==> config.mk <==
export PLATFORM = sky130hd
export DESIGN_NAME = ooo_issue_unit
export DESIGN_NICKNAME = d
export VERILOG_FILES = /design/src/rtl/ooo_pkg.sv /design/src/rtl/ooo_prio_pick.sv /design/src/rtl/ooo_mul_station.sv /design/src/rtl/ooo_reg_status.sv /design/src/rtl/ooo_issue_unit.sv
export SDC_FILE = /design/constraint.sdc
export NUM_CORES = 2
export LEC_CHECK = 0
export ABC_AREA = 1
export BUFFER_PORTS_ARGS = -buffer_cell sky130_fd_sc_hd__buf_4
export CAP_MARGIN = 0
export CORE_MARGIN = 2
export CORE_UTILIZATION = 50
export CTS_CLUSTER_DIAMETER = 40
export DETAILED_ROUTE_END_ITERATION = 10
export PLACE_DENSITY_LB_ADDON = 0.2
export REMOVE_ABC_BUFFERS = 1
export SLEW_MARGIN = 20
export SYNTH_ARGS = -nofsm -noshare
export SYNTH_HDL_FRONTEND = slang
export SYNTH_SLANG_ARGS = --single-unit
==> constraint.sdc <==
create_clock -name clk -period 7.9 [get_ports clk]
set_clock_uncertainty 0.05 [all_clocks]
set_input_delay 0.79 -clock clk [delete_from_list [all_inputs] [get_ports clk]]
set_output_delay 0.79 -clock clk [all_outputs]
set_load 0.05 [all_outputs]
==> src/rtl/ooo_pkg.sv <==
package ooo_pkg;
  localparam int NUM_UNITS = 3;
  localparam int TAG_W     = 2;

  typedef enum logic [1:0] {
    ST_IDLE = 2'd0,
    ST_WAIT = 2'd1,
    ST_BUSY = 2'd2,
    ST_DONE = 2'd3
  } unit_state_e;
endpackage

==> src/rtl/ooo_prio_pick.sv <==
module ooo_prio_pick #(
  parameter int N = 3
) (
  input  logic [N-1:0] req,
  output logic [N-1:0] gnt
);
  logic [N:0] taken;
  assign taken[0] = 1'b0;
  for (genvar i = 0; i < N; i++) begin : g_pick
    assign gnt[i]     = req[i] & ~taken[i];
    assign taken[i+1] = taken[i] | req[i];
  end
endmodule

==> src/rtl/ooo_mul_station.sv <==
module ooo_mul_station
  import ooo_pkg::*;
#(
  parameter int DW  = 16,
  parameter int TW  = 2,
  parameter int LAT = 4
) (
  input  logic          clk,
  input  logic          rst_n,
  input  logic          alloc,
  input  logic          a_rdy,
  input  logic [TW-1:0] a_tag,
  input  logic [DW-1:0] a_val,
  input  logic          b_rdy,
  input  logic [TW-1:0] b_tag,
  input  logic [DW-1:0] b_val,
  input  logic          bus_vld,
  input  logic [TW-1:0] bus_tag,
  input  logic [DW-1:0] bus_data,
  input  logic          grant,
  output logic          idle,
  output logic          req,
  output logic [DW-1:0] result
);
  localparam int CW = (LAT < 2) ? 1 : $clog2(LAT);

  unit_state_e   st_q, st_d;
  logic [DW-1:0] opa_q, opa_d, opb_q, opb_d;
  logic          aok_q, aok_d, bok_q, bok_d;
  logic [TW-1:0] taga_q, taga_d, tagb_q, tagb_d;
  logic [CW-1:0] cnt_q, cnt_d;

  always_comb begin
    st_d   = st_q;
    opa_d  = opa_q;
    opb_d  = opb_q;
    aok_d  = aok_q;
    bok_d  = bok_q;
    taga_d = taga_q;
    tagb_d = tagb_q;
    cnt_d  = cnt_q;
    unique case (st_q)
      ST_IDLE: if (alloc) begin
        opa_d  = a_val;
        opb_d  = b_val;
        aok_d  = a_rdy;
        bok_d  = b_rdy;
        taga_d = a_tag;
        tagb_d = b_tag;
        cnt_d  = CW'(LAT - 1);
        st_d   = (a_rdy && b_rdy) ? ST_BUSY : ST_WAIT;
      end
      ST_WAIT: begin
        if (!aok_q && bus_vld && bus_tag == taga_q) begin
          opa_d = bus_data;
          aok_d = 1'b1;
        end
        if (!bok_q && bus_vld && bus_tag == tagb_q) begin
          opb_d = bus_data;
          bok_d = 1'b1;
        end
        if (aok_d && bok_d) st_d = ST_BUSY;
      end
      ST_BUSY: begin
        if (cnt_q == '0) st_d = grant ? ST_IDLE : ST_DONE;
        else             cnt_d = cnt_q - 1'b1;
      end
      ST_DONE: if (grant) st_d = ST_IDLE;
      default: st_d = ST_IDLE;
    endcase
  end

  always_ff @(posedge clk or negedge rst_n) begin
    if (!rst_n) begin
      st_q   <= ST_IDLE;
      opa_q  <= '0;
      opb_q  <= '0;
      aok_q  <= 1'b0;
      bok_q  <= 1'b0;
      taga_q <= '0;
      tagb_q <= '0;
      cnt_q  <= '0;
    end else begin
      st_q   <= st_d;
      opa_q  <= opa_d;
      opb_q  <= opb_d;
      aok_q  <= aok_d;
      bok_q  <= bok_d;
      taga_q <= taga_d;
      tagb_q <= tagb_d;
      cnt_q  <= cnt_d;
    end
  end

  assign idle   = (st_q == ST_IDLE);
  assign req    = (st_q == ST_DONE) || (st_q == ST_BUSY && cnt_q == '0);
  assign result = opa_q * opb_q;
endmodule

==> src/rtl/ooo_reg_status.sv <==
module ooo_reg_status #(
  parameter int DW   = 16,
  parameter int NREG = 8,
  parameter int TW   = 2,
  parameter int AW   = $clog2(NREG)
) (
  input  logic             clk,
  input  logic             rst_n,
  input  logic             iss_en,
  input  logic [AW-1:0]    iss_dst,
  input  logic [TW-1:0]    iss_tag,
  input  logic             wr_en,
  input  logic [AW-1:0]    wr_addr,
  input  logic [DW-1:0]    wr_data,
  input  logic             bus_vld,
  input  logic [TW-1:0]    bus_tag,
  input  logic [DW-1:0]    bus_data,
  input  logic [AW-1:0]    ra_addr,
  output logic [DW-1:0]    ra_val,
  output logic [TW-1:0]    ra_tag,
  input  logic [AW-1:0]    rb_addr,
  output logic [DW-1:0]    rb_val,
  output logic [TW-1:0]    rb_tag,
  input  logic [AW-1:0]    rx_addr,
  output logic [DW-1:0]    rx_val,
  output logic [TW-1:0]    rx_tag,
  output logic [NREG*TW-1:0] tag_flat
);
  logic [DW-1:0] val_q [NREG];
  logic [TW-1:0] tag_q [NREG];

  for (genvar r = 0; r < NREG; r++) begin : g_reg
    logic          hit_wr, hit_iss, hit_bus, val_en, tag_en;
    logic [DW-1:0] val_d;
    logic [TW-1:0] tag_d;

    assign hit_wr  = wr_en && wr_addr == AW'(r);
    assign hit_iss = iss_en && iss_dst == AW'(r);
    assign hit_bus = bus_vld && tag_q[r] == bus_tag;

    always_comb begin
      val_en = hit_wr || hit_bus;
      val_d  = hit_wr ? wr_data : bus_data;
      tag_en = hit_iss || hit_wr || hit_bus;
      tag_d  = hit_iss ? iss_tag : '0;
    end

    always_ff @(posedge clk or negedge rst_n) begin
      if (!rst_n) begin
        val_q[r] <= '0;
        tag_q[r] <= '0;
      end else begin
        if (val_en) val_q[r] <= val_d;
        if (tag_en) tag_q[r] <= tag_d;
      end
    end

    assign tag_flat[r*TW +: TW] = tag_q[r];
  end

  assign ra_val = val_q[ra_addr];
  assign ra_tag = tag_q[ra_addr];
  assign rb_val = val_q[rb_addr];
  assign rb_tag = tag_q[rb_addr];
  assign rx_val = val_q[rx_addr];
  assign rx_tag = tag_q[rx_addr];
endmodule

==> src/rtl/ooo_issue_unit.sv <==
module ooo_issue_unit
  import ooo_pkg::*;
#(
  parameter int DW   = 16,
  parameter int NREG = 8,
  parameter int LAT  = 4,
  parameter int AW   = $clog2(NREG)
) (
  input  logic             clk,
  input  logic             rst_n,
  input  logic             iss_valid,
  output logic             iss_ready,
  input  logic [AW-1:0]    iss_dst,
  input  logic             iss_a_is_reg,
  input  logic [AW-1:0]    iss_a_reg,
  input  logic [DW-1:0]    iss_a_imm,
  input  logic             iss_b_is_reg,
  input  logic [AW-1:0]    iss_b_reg,
  input  logic [DW-1:0]    iss_b_imm,
  input  logic             wr_en,
  input  logic [AW-1:0]    wr_addr,
  input  logic [DW-1:0]    wr_data,
  input  logic [AW-1:0]    rd_addr,
  output logic [DW-1:0]    rd_data,
  output logic             rd_busy,
  output logic             cdb_valid,
  output logic [TAG_W-1:0] cdb_tag,
  output logic [DW-1:0]    cdb_data
);
  localparam int NU = NUM_UNITS;
  localparam int TW = TAG_W;

  logic [NU-1:0]      unit_idle, unit_req, unit_gnt, pick, alloc;
  logic [DW-1:0]      unit_res [NU];
  logic [DW-1:0]      ra_val, rb_val;
  logic [TW-1:0]      ra_tag, rb_tag, rx_tag, iss_tag;
  logic [NREG*TW-1:0] tag_flat;
  logic               a_rdy, b_rdy, iss_fire;
  logic [TW-1:0]      a_tag, b_tag;
  logic [DW-1:0]      a_val, b_val;

  ooo_prio_pick #(.N(NU)) u_issue_pick (.req(unit_idle), .gnt(pick));
  ooo_prio_pick #(.N(NU)) u_bus_arb    (.req(unit_req),  .gnt(unit_gnt));

  assign iss_ready = |unit_idle;
  assign iss_fire  = iss_valid && iss_ready;
  assign alloc     = pick & {NU{iss_valid}};

  always_comb begin
    iss_tag  = '0;
    cdb_tag  = '0;
    cdb_data = '0;
    for (int i = 0; i < NU; i++) begin
      if (pick[i])     iss_tag  = iss_tag  | TW'(i + 1);
      if (unit_gnt[i]) cdb_tag  = cdb_tag  | TW'(i + 1);
      if (unit_gnt[i]) cdb_data = cdb_data | unit_res[i];
    end
  end
  assign cdb_valid = |unit_gnt;

  // Operand resolution with same-cycle bus forwarding
  always_comb begin
    a_rdy = 1'b1;  a_tag = '0;  a_val = iss_a_imm;
    if (iss_a_is_reg) begin
      a_val = ra_val;
      if (ra_tag != '0) begin
        if (cdb_valid && cdb_tag == ra_tag) a_val = cdb_data;
        else begin a_rdy = 1'b0; a_tag = ra_tag; end
      end
    end
    b_rdy = 1'b1;  b_tag = '0;  b_val = iss_b_imm;
    if (iss_b_is_reg) begin
      b_val = rb_val;
      if (rb_tag != '0) begin
        if (cdb_valid && cdb_tag == rb_tag) b_val = cdb_data;
        else begin b_rdy = 1'b0; b_tag = rb_tag; end
      end
    end
  end

  for (genvar u = 0; u < NU; u++) begin : g_unit
    ooo_mul_station #(.DW(DW), .TW(TW), .LAT(LAT)) u_station (
      .clk(clk), .rst_n(rst_n), .alloc(alloc[u]),
      .a_rdy(a_rdy), .a_tag(a_tag), .a_val(a_val),
      .b_rdy(b_rdy), .b_tag(b_tag), .b_val(b_val),
      .bus_vld(cdb_valid), .bus_tag(cdb_tag), .bus_data(cdb_data),
      .grant(unit_gnt[u]), .idle(unit_idle[u]), .req(unit_req[u]),
      .result(unit_res[u])
    );
  end

  ooo_reg_status #(.DW(DW), .NREG(NREG), .TW(TW), .AW(AW)) u_regs (
    .clk(clk), .rst_n(rst_n),
    .iss_en(iss_fire), .iss_dst(iss_dst), .iss_tag(iss_tag),
    .wr_en(wr_en), .wr_addr(wr_addr), .wr_data(wr_data),
    .bus_vld(cdb_valid), .bus_tag(cdb_tag), .bus_data(cdb_data),
    .ra_addr(iss_a_reg), .ra_val(ra_val), .ra_tag(ra_tag),
    .rb_addr(iss_b_reg), .rb_val(rb_val), .rb_tag(rb_tag),
    .rx_addr(rd_addr), .rx_val(rd_data), .rx_tag(rx_tag),
    .tag_flat(tag_flat)
  );
  assign rd_busy = (rx_tag != '0);
endmodule

### Yosys cells after proc, flatten, opt, wreduce, memory -nomap -nowiden

Index checks and enable logic that the tools add are counted.

* input bits: 69
* word-level logic and storage cells: 372
* bits in registers: 270

* equality and inequality tests: 60
* multiplexer cells: 131
* bitwise gates (word level): 16
* multipliers: 3
* reduce and logical (&&, ||, !) cells: 116
* add/subtract/negate cells: 3
* magnitude comparators: 3

Operators with widths (number)
* $mux W16: 35
* $pmux W16 S2: 6
* $bmux W16 S3: 3
* $mux W2: 46
* $mul A16 B16 Y16: 3
* $logic_and A1 B1 Y1: 46
* $eq A2 B2 Y1: 16
* $or A16 B16 Y16: 2
* $ne A2 B1 Y1 const B: 15
* $logic_or A1 B1 Y1: 27
* $reduce_and A3 Y1: 9
* $mux W1: 26
* $eq A3 B3 Y1 const B: 8
* $pmux W2 S4: 3
* $bmux W2 S3: 3
* $reduce_bool A2 Y1: 9
* $eq A2 B2 Y1 const B: 6
* $eq A3 B2 Y1 const B: 4
* $ge A4 B4 Y1 const B: 3
* $logic_not A2 Y1: 6
* $ne A2 B2 Y1 const B: 6
* $not A3 Y4: 3
* $pmux W1 S2: 6
* $pmux W2 S2: 3
* 12 further kinds: 38

### Logic depth before layout (Yosys ltp)

* word-level depth: 16
* depth in mapped cells: 35
* mapped depth without buffers: 34

### Modules after synthesis

Synthesis repeated with hierarchy kept, for this count alone.

* cells, all modules: 4906
* area total of the unflattened synthesis: 32209.6 sq um

Modules (own cells, without submodules)
* ooo_reg_status: instances 1, seq. area each 3603.5 sq um, cells an instance 1938, area an instance 11647.4 sq um
* ooo_mul_station at g_unit[0].u_station: instances 1, seq. area each 1051.0 sq um, cells an instance 867, area an instance 6309.8 sq um
* ooo_mul_station at g_unit[2].u_station: instances 1, seq. area each 1051.0 sq um, cells an instance 862, area an instance 6298.5 sq um
* ooo_mul_station at g_unit[1].u_station: instances 1, seq. area each 1051.0 sq um, cells an instance 857, area an instance 6288.5 sq um
* ooo_issue_unit: instances 1, seq. area each 0.0 sq um, cells an instance 370, area an instance 1607.8 sq um
* ooo_prio_pick: instances 2, seq. area each 0.0 sq um, cells an instance 6, area an instance 28.8 sq um

### Worst setup path after synthesis

Ideal clock, no wire load.

* path type: reg-to-output
* start point: register g_unit[0].u_station.opb_q[1]
* end point: output cdb_data[14]
* path slack: 1.623 ns
* buffers on the path: 2
* arrival time: 5.437 ns
* stages on the path, launching flop included: 22
* cells stage by stage: dfrtp_1 > buf_2 > clkbuf_1 > nand2_1 > fa_1 > fa_1 > fa_1 > fa_1 > inv_1 > fa_1 > inv_1 > fa_1 > inv_1 > ha_1 > inv_1 > nor3_1 > nand3_1 > o2111ai_1 > xnor2_1 > o21ai_0 > inv_1 > nand2_1

* word-level cells in the longest chain between the ends: 6

RTL lines
* start: declaration: RTL line ooo_mul_station.sv:28 `logic [DW-1:0] opa_q, opa_d, opb_q, opb_d;`
* start signal: assignment: RTL line ooo_mul_station.sv:86 `opb_q <= opb_d;`
* $mul A16 B16 Y16 *: RTL line ooo_mul_station.sv:97 `assign result = opa_q * opb_q;`
* $mux W16 *: RTL line ooo_issue_unit.sv:56 `if (unit_gnt[i]) cdb_data = cdb_data | unit_res[i];`
* $or A16 B16 Y16: RTL line ooo_issue_unit.sv:56
* $mux W16 *: RTL line ooo_issue_unit.sv:56
* $or A16 B16 Y16: RTL line ooo_issue_unit.sv:56
* $mux W16 *: RTL line ooo_issue_unit.sv:56
* end: declaration: RTL line ooo_issue_unit.sv:28 `output logic [DW-1:0] cdb_data`

Mark *: on every way between the ends. The rest lies on a longest branch, timed or not.

### Final worst setup path

* start point: register g_unit[1].u_station.opa_q[6]
* end point: output cdb_data[10]

* word-level cells in the longest chain between the ends: 5

RTL lines
* start: declaration: RTL line ooo_mul_station.sv:28
* start signal: assignment: RTL line ooo_mul_station.sv:85 `opa_q <= opa_d;`
* $mul A16 B16 Y16 *: RTL line ooo_mul_station.sv:97
* $or A16 B16 Y16 *: RTL line ooo_issue_unit.sv:56
* $mux W16 *: RTL line ooo_issue_unit.sv:56
* $or A16 B16 Y16: RTL line ooo_issue_unit.sv:56
* $mux W16 *: RTL line ooo_issue_unit.sv:56

Marks and branches as above.

==> out/results.ini <==
[route]
wl_per_cell_um=20.74
route.detailed.drc=0
first_pass_iters=8
vias=28950
via_per_inst=5.786
ant_nets=0
dr.first_iter.drc_count=2891
wirelength_mm=103.7

[worst_setup_path]
required_ns=7.06
cp.arrival_ns=6.60
endpoint_kind=output pin
r2r_slack_ns=1.19
cp-start-kind=flip-flop
crit_type=reg2out
worstPathMaxFanout=12

[clocking]
clk_latency_ns=0.58
cts_made_buffers=39
clock_path_buffers=3
path_clk_slew_ns=0.06
cts_hold_buf=0
postCtsSetupBuffers=0
htree_num_levels=2
root_buffer=clkbuf_16
clkSinkCount=270
cts_tree=done

[sta]
period_minus_slack_ns=7.445
hold_viol_final=0
fin_tns_setup_ns=0
worstMarginPinSlew_ns=1.159
rsz0062_at_grt=no
fin_crit_sh_pct=94.23
maxSlewViolCount=0
clock.fmax_mhz=134.3
slew_headroom_pct=22.73
finalSetupViolations=0

[floorplan]
pin_count=106
num_rows=89
fp.dieW_um=248.6
die_h_um=248.6
start_util_pct=50.59
die_area_um2=61800
coreArea_um2=59130

[job]
drv_cap=0

[final_layout]
drive_above_1_share_pct=7.047
area_growth_pct=7.641
nNetsFinal=4657

[synth]
synth-main-ff-cell=dfrtp_1
ys_ff_latch=270
synth_edf_count=0
synth_area_leaders=dfrtp_1 23%, fa_1 16%, nand2_1 14%
ys_seq_area_share_pct=22.58
yosysUniqueCellTypes=59
ys_warn_count=0
syn-cell-area_um2=29920
synth_area_per_cell_um2=7.024
async_flop_share_pct=100.0
synthCells=4259
synth_most_common_cell=nand2_1
synth_top_area_share_pct=22.58
synthTopCellsByCount=1117 x nand2_1, 825 x inv_1, 276 x a21oi_1
yosysTopAreaCell=dfrtp_1

[placement]
place.gp.congestion=0.9536
dp_hpwl_mm=75.08
numPortBuffers=105

[grt]
grt_antenna_before_repair=2
grt_pass1_vias=27980
grt_max_degree=142
gr-total-overflow=0
grt_pass1_wl_mm=161.2
track_usage_pct=33.37

[worst_hold_path]
hp-class=in2async

[outcome]
status=finished clean

[flip-flops by register name, indices dropped and copies added, names as in the netlist, 6 cells and up]
| name | cells |
|---|---|
| g_unit.u_station.tagb_q | 6 |
| g_unit.u_station.cnt_q | 6 |
| g_unit.u_station.taga_q | 6 |
| u_regs.val_q | 128 |
| g_unit.u_station.opb_q | 48 |
| g_unit.u_station.st_q | 6 |
| g_unit.u_station.opa_q | 48 |
| u_regs.tag_flat | 16 |
[placed cells by master (no fill, tap or decap), types with 4 or more instances in the layout]
cell type,instances
inv_6,8
o21ai_2,6
clkbuf_8,6
clkinv_2,6
nor3_1,12
nor2_4,5
dfrtp_1,268
a21oi_1,276
o21ai_1,19
o211ai_1,102
inv_2,21
ha_1,150
clkinv_1,7
xor2_1,19
nand2_2,5
a221oi_1,35
clkbuf_16,39
nand2_1,1116
nor2_2,12
nand3b_1,9
a21oi_2,7
xnor2_1,18
nand3_1,162
o21ai_0,244
a31oi_1,90
nor2_1,207
clkinv_4,5
a31oi_2,5
o2111ai_1,4
inv_1,823
o2111ai_2,4
buf_4,141
fa_1,240
o221ai_1,59
o22ai_1,40
nand4_1,9
[layout make-up]
type	instances	area (um2)
flip-flops and latches	270	6759
well taps	773	967.2
clock inverters	24	260.3
diodes	1	2.502
inverters	854	3216
clock buffers	48	1070
multi-input cells	2890	18830
fillers	5758	26930
repair buffers	143	1094
[metal layers]
layer	share of wire [%]	vias up	GRT usage, %
met5	0.013	-	0
met3	9.9	315	5.904
met1	40	13640	43.93
met2	45	1587	53.23
li1	-	13400	-
met4	5.4	2	16.47
[through the flow]
| step | hold slack, ns | util (%) | cell area (um2) | instances | worst slack [ns] |
|---|---|---|---|---|---|
| finish | 0.1987 | 54.46 | 32200 | 5003 | 0.4554 |
| global route | 0.2517 | 54.46 | 32200 | 5002 | 0.08808 |
| CTS | 0.2144 | 54.45 | 32190 | 5002 | 0.1492 |
| detailed placement | 0.4203 | 52.20 | 30860 | 4930 | 0.7412 |
| global placement | 0.4162 | 52.20 | 30860 | 4930 | 0.8607 |
| floorplan | 0.3896 | - | 28800 | 4014 | 1.780 |
[path summary, 6_finish.rpt]
path | from | to | cells past startpoint
setup / recovery | g_unit[1].u_station.opa_q[6] | cdb_data[10] | 21
setup reg to reg | g_unit[2].u_station.opa_q[3] | g_unit[1].u_station.opa_q[12] | 23
hold / removal | rst_n | u_regs.val_q[20] | 1
min in group clk | g_unit[0].u_station.cnt_q[0] | g_unit[0].u_station.cnt_q[0] | 1
max in group asynchronous | rst_n | u_regs.val_q[75] | 3
hold reg to reg | g_unit[0].u_station.cnt_q[0] | g_unit[0].u_station.cnt_q[0] | 1
[cell families (layout without fill, tap and decap cells)]
kind of cell | after synthesis | after routing | synth area share [%]
other | 0 | 1 | 0
flip-flops | 270 | 270 | 22.58
adder cells (fa/ha/maj) | 390 | 390 | 22.33
XOR/XNOR | 38 | 38 | 1.138
AO/OA/AOI/OAI | 912 | 912 | 18.61
AND/OR/NAND/NOR | 1550 | 1550 | 20.87
buffers and inverters | 1099 | 1069 | 14.47
[critical path, cell delays in order (launching register included)]
cell     delay (ns)
dfrtp_1        0.70
nand2_1        0.16
fa_1           0.55
inv_1          0.05
fa_1           0.47
ha_1           0.21
fa_1           0.48
inv_1          0.05
fa_1           0.54
inv_1          0.05
fa_1           0.44
ha_1           0.39
nand2_1        0.09
nor3_1         0.21
nand2_1        0.07
nand2_1        0.10
a21oi_1        0.06
o21ai_0        0.10
nand2_1        0.18
nor2_2         0.52
inv_1          0.31
buf_4          0.27
[repair_timing]
item                                    CTS  global route
endpoints found under the setup margin    0             1
hold endpoints to repair                  0             0
resized for setup                         0             3
Power is left out: the tool's default activity adds up to more than one toggle a clock period on the data nets, which glitch-free logic cannot reach.
